## config.mk

```make
export PLATFORM = sky130hd
export DESIGN_NAME = seg_scan_top
export DESIGN_NICKNAME = d
export VERILOG_FILES = /design/src/rtl/seg_scan_pkg.sv /design/src/rtl/seg_scan_sync.sv /design/src/rtl/seg_scan_linecnt.sv /design/src/rtl/seg_scan_fetch.sv /design/src/rtl/seg_scan_drive.sv /design/src/rtl/seg_scan_top.sv
export SDC_FILE = /design/constraint.sdc
export NUM_CORES = 1
export LEC_CHECK = 0
export ABC_AREA = 1
export BUFFER_PORTS_ARGS = -buffer_cell sky130_fd_sc_hd__buf_2
export CORE_ASPECT_RATIO = 0.9
export CORE_MARGIN = 2
export CORE_UTILIZATION = 30
export CTS_CLUSTER_SIZE = 10
export DETAILED_ROUTE_END_ITERATION = 8
export PLACE_DENSITY = 0.58
export SETUP_SLACK_MARGIN = 0.05
export SYNTH_ARGS = -nofsm -noshare
export SYNTH_HDL_FRONTEND = slang
export SYNTH_SLANG_ARGS = --single-unit
```

## constraint.sdc

```tcl
create_clock -name clk -period 5.3 [get_ports clk]
set_input_delay 1.06 -clock clk [delete_from_list [all_inputs] [get_ports clk]]
set_output_delay 1.06 -clock clk [all_outputs]
set_load 0.02 [all_outputs]
```

## src/rtl/seg_scan_pkg.sv

```systemverilog
package seg_scan_pkg;
    typedef enum logic [1:0] {
        FS_IDLE  = 2'd0,
        FS_READ  = 2'd1,
        FS_DRAIN = 2'd2
    } fetch_st_t;

    localparam logic [1:0] LVL_V0 = 2'b00;
    localparam logic [1:0] LVL_V2 = 2'b01;
    localparam logic [1:0] LVL_V3 = 2'b10;
    localparam logic [1:0] LVL_V5 = 2'b11;
endpackage

```

## src/rtl/seg_scan_sync.sv

```systemverilog
module seg_scan_sync #(
    parameter int W = 3
) (
    input  logic         clk,
    input  logic         rst_n,
    input  logic [W-1:0] async_i,
    output logic [W-1:0] level_o,
    output logic [W-1:0] rise_o,
    output logic [W-1:0] fall_o
);
    logic [W-1:0] meta_q, sync_q, prev_q;

    always_ff @(posedge clk or negedge rst_n) begin
        if (!rst_n) begin
            meta_q <= '0;
            sync_q <= '0;
            prev_q <= '0;
        end else begin
            meta_q <= async_i;
            sync_q <= meta_q;
            prev_q <= sync_q;
        end
    end

    assign level_o = sync_q;
    assign rise_o  = sync_q & ~prev_q;
    assign fall_o  = ~sync_q & prev_q;
endmodule

```

## src/rtl/seg_scan_linecnt.sv

```systemverilog
module seg_scan_linecnt #(
    parameter int LINE_W = 6
) (
    input  logic              clk,
    input  logic              rst_n,
    input  logic              frame_i,
    input  logic              step_i,
    input  logic [LINE_W-1:0] start_i,
    output logic [LINE_W-1:0] line_o
);
    logic [LINE_W-1:0] cnt_q;

    always_ff @(posedge clk or negedge rst_n) begin
        if (!rst_n)       cnt_q <= '0;
        else if (frame_i) cnt_q <= start_i;
        else if (step_i)  cnt_q <= cnt_q + 1'b1;
    end

    assign line_o = cnt_q;


    preset_chk: assert property (@(posedge clk) disable iff (!rst_n)
        frame_i |=> (line_o == $past(start_i)));

    step_chk: assert property (@(posedge clk) disable iff (!rst_n)
        (step_i && !frame_i) |=> (line_o == LINE_W'($past(line_o) + 1'b1)));

    hold_chk: assert property (@(posedge clk) disable iff (!rst_n)
        (!step_i && !frame_i) |=> $stable(line_o));
endmodule

```

## src/rtl/seg_scan_fetch.sv

```systemverilog
module seg_scan_fetch
    import seg_scan_pkg::*;
#(
    parameter int COLS   = 64,
    parameter int LINE_W = 6,
    parameter int BYTE_W = 8
) (
    input  logic                           clk,
    input  logic                           rst_n,
    input  logic                           start_i,
    input  logic [LINE_W-1:0]              line_i,
    output logic                           rd_en_o,
    output logic [LINE_W-$clog2(BYTE_W)-1:0] rd_page_o,
    output logic [$clog2(COLS)-1:0]        rd_col_o,
    input  logic [BYTE_W-1:0]              rd_data_i,
    output logic [COLS-1:0]                row_o
);
    localparam int BIT_W = $clog2(BYTE_W);
    localparam int COL_W = $clog2(COLS);
    localparam logic [COL_W-1:0] LAST_COL = COL_W'(COLS - 1);

    fetch_st_t        state_q, state_d;
    logic [COL_W-1:0] col_q;
    logic             vld_q;
    logic [COL_W-1:0] ret_col_q;
    logic [BIT_W-1:0] ret_bit_q;
    logic [COLS-1:0]  row_q;

    always_ff @(posedge clk or negedge rst_n) begin
        if (!rst_n) state_q <= FS_IDLE;
        else        state_q <= state_d;
    end

    always_comb begin
        state_d = state_q;
        unique case (state_q)
            FS_IDLE:  if (start_i) state_d = FS_READ;
            FS_READ:  if (start_i) state_d = FS_READ;
                      else if (col_q == LAST_COL) state_d = FS_DRAIN;
            FS_DRAIN: state_d = start_i ? FS_READ : FS_IDLE;
            default:  state_d = FS_IDLE;
        endcase
    end

    always_ff @(posedge clk or negedge rst_n) begin
        if (!rst_n)                  col_q <= '0;
        else if (start_i)            col_q <= '0;
        else if (state_q == FS_READ) col_q <= (col_q == LAST_COL) ? '0 : col_q + 1'b1;
    end

    always_comb begin
        rd_en_o   = (state_q == FS_READ);
        rd_page_o = line_i[LINE_W-1:BIT_W];
        rd_col_o  = col_q;
    end

    always_ff @(posedge clk or negedge rst_n) begin
        if (!rst_n) begin
            vld_q     <= 1'b0;
            ret_col_q <= '0;
            ret_bit_q <= '0;
            row_q     <= '0;
        end else begin
            vld_q     <= rd_en_o;
            ret_col_q <= col_q;
            ret_bit_q <= line_i[BIT_W-1:0];
            if (vld_q) row_q[ret_col_q] <= rd_data_i[ret_bit_q];
        end
    end

    assign row_o = row_q;


    fetch_step_chk: assert property (@(posedge clk) disable iff (!rst_n)
        (rd_en_o && !start_i && rd_col_o != LAST_COL) |=>
            (rd_en_o && rd_col_o == COL_W'($past(rd_col_o) + 1'b1)));

    fetch_begin_chk: assert property (@(posedge clk) disable iff (!rst_n)
        start_i |=> (rd_en_o && rd_col_o == '0));

    fetch_quiet_chk: assert property (@(posedge clk) disable iff (!rst_n)
        (!rd_en_o && !start_i) |=> !rd_en_o);
endmodule

```

## src/rtl/seg_scan_drive.sv

```systemverilog
module seg_scan_drive
    import seg_scan_pkg::*;
#(
    parameter int COLS = 64
) (
    input  logic              clk,
    input  logic              rst_n,
    input  logic              latch_i,
    input  logic              on_req_i,
    input  logic              alt_i,
    input  logic              mirror_i,
    input  logic [COLS-1:0]   row_i,
    output logic [2*COLS-1:0] code_o
);
    logic [COLS-1:0] seg_q;
    logic            on_q;

    always_ff @(posedge clk or negedge rst_n) begin
        if (!rst_n) begin
            seg_q <= '0;
            on_q  <= 1'b0;
        end else if (latch_i) begin
            seg_q <= row_i;
            on_q  <= on_req_i;
        end
    end

    for (genvar k = 0; k < COLS; k++) begin : g_seg
        logic lit;
        assign lit = on_q & (mirror_i ? seg_q[k] : seg_q[COLS-1-k]);
        always_comb begin
            unique case ({alt_i, lit})
                2'b01:   code_o[2*k +: 2] = LVL_V0;
                2'b00:   code_o[2*k +: 2] = LVL_V2;
                2'b10:   code_o[2*k +: 2] = LVL_V3;
                default: code_o[2*k +: 2] = LVL_V5;
            endcase
        end

        off_nonsel_chk: assert property (@(posedge clk) disable iff (!rst_n)
            !on_q |-> (code_o[2*k +: 2] == LVL_V2 || code_o[2*k +: 2] == LVL_V3));
    end


    latch_hold_chk: assert property (@(posedge clk) disable iff (!rst_n)
        !latch_i |=> ($stable(seg_q) && $stable(on_q)));
endmodule

```

## src/rtl/seg_scan_top.sv

```systemverilog
module seg_scan_top #(
    parameter int COLS   = 64,
    parameter int LINE_W = 6,
    parameter int BYTE_W = 8,
    localparam int PG_W  = LINE_W - $clog2(BYTE_W),
    localparam int COL_W = $clog2(COLS)
) (
    input  logic              clk,
    input  logic              rst_n,
    input  logic              frame_in,
    input  logic              line_clk_in,
    input  logic              alt_in,
    input  logic              mirror_in,
    input  logic [LINE_W-1:0] start_line_in,
    input  logic              disp_on_in,
    output logic              ram_rd_en,
    output logic [PG_W-1:0]   ram_page,
    output logic [COL_W-1:0]  ram_col,
    input  logic [BYTE_W-1:0] ram_data_in,
    output logic [2*COLS-1:0] seg_code
);
    logic [2:0]        lvl, rise, fall;
    logic [LINE_W-1:0] line;
    logic [COLS-1:0]   row;

    seg_scan_sync #(.W(3)) u_sync (
        .clk(clk), .rst_n(rst_n),
        .async_i({alt_in, line_clk_in, frame_in}),
        .level_o(lvl), .rise_o(rise), .fall_o(fall)
    );

    seg_scan_linecnt #(.LINE_W(LINE_W)) u_cnt (
        .clk(clk), .rst_n(rst_n),
        .frame_i(lvl[0]), .step_i(fall[1]),
        .start_i(start_line_in), .line_o(line)
    );

    seg_scan_fetch #(.COLS(COLS), .LINE_W(LINE_W), .BYTE_W(BYTE_W)) u_fetch (
        .clk(clk), .rst_n(rst_n),
        .start_i(fall[1]), .line_i(line),
        .rd_en_o(ram_rd_en), .rd_page_o(ram_page), .rd_col_o(ram_col),
        .rd_data_i(ram_data_in), .row_o(row)
    );

    seg_scan_drive #(.COLS(COLS)) u_drv (
        .clk(clk), .rst_n(rst_n),
        .latch_i(rise[1]), .on_req_i(disp_on_in),
        .alt_i(lvl[2]), .mirror_i(mirror_in),
        .row_i(row), .code_o(seg_code)
    );
endmodule

```

==> results.py <==
metrics = {
    "outcome": {
        "outcome": "complete, no violations",
    },
    "sta": {
        "skew_ns": 0.0156,
        "hold_viol_final": 0,
        "hold_ws_ns": 0.348,
        "final_max_slew_viols": 0,
        "worstMarginPinSlew_ns": 1.07,
        "setup_viol_count_final": 0,
        "finalSetupTns_ns": 0,
        "rsz0062_at_grt": "no",
        "slew-limit-headroom_pct": 28.4,
        "layout_min_cycle_time_ns": 3.97,
        "fmax_achieved_mhz": 252,
        "post-route-period-util_pct": 74.9,
    },
    "cts": {
        "clock_latency_ns": 0.43,
        "clock_sink_count": 160,
        "cts_buffers": 17,
        "ctsHoldBuffers": 0,
        "postCtsSetupRepairBufs": 0,
        "postCtsResizedCells": 0,
        "tritoncts_clock_tree": "done",
        "cts.reportedPaths.clkPinSlew_ns": 0.06,
        "htree_levels": 4,
        "cts_buffer_depth": 2,
        "clock_tree.root_cell": "clkbuf_16",
    },
    "logic_synthesis": {
        "syn_inst": 1145,
        "synth_edf_count": 0,
        "yosysMostFrequentCell": "nor2_1",
        "synth.cell_area_um2": 9980,
        "yosysTopAreaCell": "dfrtp_1",
        "synth.cells.most_frequent": "nor2_1, dfrtp_1, ha_1, nand2_1, inv_1",
        "syn-num-nets": 1296,
        "yosys_register_bits": 160,
        "syn-mean-instance-area_um2": 8.72,
        "synth.top_cell.area_share_pct": 40.1,
        "post_synth_main_area_contributors": "dfrtp_1, ha_1, nor2_1",
        "async_reset_ff_share_pct": 100,
        "synthFlopType": "dfrtp_1",
        "yosys_warnings": 0,
        "yosysUniqueCellTypes": 31,
        "synth_sequential_area_ratio_pct": 40.1,
    },
    "power_and_ir_drop": {
        "pwr_density_cell_nw_per_um2": 348,
        "power_frac_seq_pct": 37.2,
        "leakage_power_nw": 5.35,
        "sw_ratio_pct": 37.6,
        "peak_ir_drop_on_the_vdd_network_v": 0.000173,
        "clock_power_share_pct": 31.2,
        "power_switching_mw": 1.52,
        "internal_power_mw": 2.53,
        "design_power_total_mw": 4.05,
        "comb_power_share_pct": 31.6,
    },
    "place": {
        "hpwl_um": 15600,
        "place.detailed.instances": 1673,
        "port_buffers": 158,
        "place_congestion": 0.767,
    },
    "routing": {
        "dr_total_vias": 7878,
        "drt_wl_total_um": 22800,
        "first_iter_violations": 585,
        "detail_route.wl_per_cell_um": 13.4,
        "count_of_antenna_violating_nets_left_after_detailed_routing": 0,
        "drc_errors": 0,
        "detail_route.first_pass.iterations": 5,
        "route.detailed.vias_per_inst": 4.62,
    },
    "layout": {
        "num-fill-cells": 3334,
        "area_occupied_by_multi_input_gates_um2": 5260,
        "final-instance-count-excl-fill": 1705,
        "nets": 1421,
        "utilization_pct": 35.4,
        "post_route_cells_drive_above_1_share_pct": 26.7,
        "area_growth_pct": 16.7,
        "ff_latch_area_um2": 4010,
        "antenna-diode-count": 0,
    },
    "worst_setup_path": {
        "cp_data_arrival_time_ns": 2.91,
        "timing.critical_path.from_type": "input pin",
        "critical-path-slowest-cell": "inv_2",
        "endpoint_kind": "output pin",
        "worstPathCellList": "buf_2, inv_2, buf_4, nor2_1, nor3_1, inv_1, ha_1, or2_2, buf_2",
        "critical-path-top-delay-family": "buffers and inverters",
        "cp.buffers_inverters": 5,
        "worst-setup-path-type": "input pin to output pin",
        "path_max_fanout": 34,
        "worstPathRequired_ns": 4.24,
        "crit_path_frequent_cell": "buf_2",
        "crit_path_largest_cell_delay_ns": 0.40,
    },
    "floorplan": {
        "boundaryPins": 159,
        "dieArea_um2": 34700,
        "initial_core_util_pct": 30.4,
        "num_rows": 63,
        "die_width_um": 196,
        "core_area_um2": 32900,
        "chipHeight_um": 177,
    },
    "global_route": {
        "grt_first_pass_wirelength_um": 37800,
        "grt_overflow": 0,
        "grt_max_degree": 84,
        "grt_antenna_before_repair": 0,
        "globalRouteTotalUtil_pct": 13.6,
        "number_of_global_route_vias_before_repair": 7212,
    },
    "min_path": {
        "holdCritPathClass": "flip-flop to flip-flop",
    },
    "run": {
        "drv_cap": 0,
    },
}
-- sequential cells by signal (all words and copies together) (netlist names), 2 cells and up --
name               count
u_fetch.row_o         64
u_fetch.state_q        2
u_fetch.rd_col_o       6
u_sync.meta_q          3
u_fetch.ret_col_q      6
u_fetch.ret_bit_q      3
u_drv.seg_q           64
u_sync.level_o         3
u_cnt.line_o           6
-- final cells by class --
type / count / area share [%]
well taps: 422 / 4.54
clock inverters: 13 / 1.40
clock buffers: 19 / 3.80
repair buffers: 167 / 7.43
flip-flops and latches: 160 / 34.4
multi-input cells: 824 / 45.2
inverters: 100 / 3.22
-- path summary, 6_finish.rpt --
kind	start	to	slack [ns]	cells after the start
setup / recovery	mirror_in	seg_code[55]	1.33	9
hold / removal	u_sync.meta_q[2]	u_sync.level_o[2]	0.35	0
setup reg to reg	u_fetch.ret_bit_q[0]	u_fetch.row_o[62]	3.36	7
hold reg to reg	u_sync.meta_q[2]	u_sync.level_o[2]	0.35	0
max in group asynchronous	rst_n	u_drv.seg_q[33]	3.53	2
min in group asynchronous	rst_n	u_sync.meta_q[2]	0.70	1
-- power groups by stage --
stage / logic [mW] / clock network [mW] / registers [mW]
global placement: 1.28 / 0 / 1.52
detailed placement: 1.30 / 0 / 1.53
finish: 1.28 / 1.26 / 1.51
floorplan: 0.977 / 0 / 1.48
global route: 1.44 / 1.36 / 1.53
CTS: 1.30 / 1.30 / 1.51
-- cell families after synthesis --
group           count (synthesis)  synth area share, %
simple gates                  558                 25.4
buf+inv                       161                 7.25
flops                         160                 40.1
fa+ha+maj                     130                 16.3
compound gates                 70                 3.62
mux                            62                 7.00
xor+xnor                        4                0.351
-- per-layer routing --
layer,vias up,GRT usage [%],routed length [um]
met3,12,2.78,934
li1,3946,-,-
met1,3755,19.1,11500
met2,165,21.6,10200
met4,0,2.87,188
met5,-,0,0
-- through the flow --
step / cell area [um2] / setup slack (ns)
2_1_floorplan: 9980 / 1.01
3_5_place_dp: 11000 / 1.28
5_1_grt: 11600 / 1.10
6_report: 11600 / 1.33
4_1_cts: 11600 / 1.28
3_3_place_gp: 11000 / 1.30
-- cell usage in the layout (no fill, tap or decap), types with 3 or more instances in the layout --
master	n
inv_8	3
buf_2	157
mux2_2	62
nor3_1	71
o21ai_0	60
clkbuf_16	17
nand3_2	5
dfrtp_1	159
inv_2	5
buf_4	9
nand3_1	84
inv_6	5
nand2_1	116
ha_1	130
nor2_1	205
inv_1	95
or2_2	67
a21oi_1	3
xnor2_1	3
(Power assumes the default switching activity.)
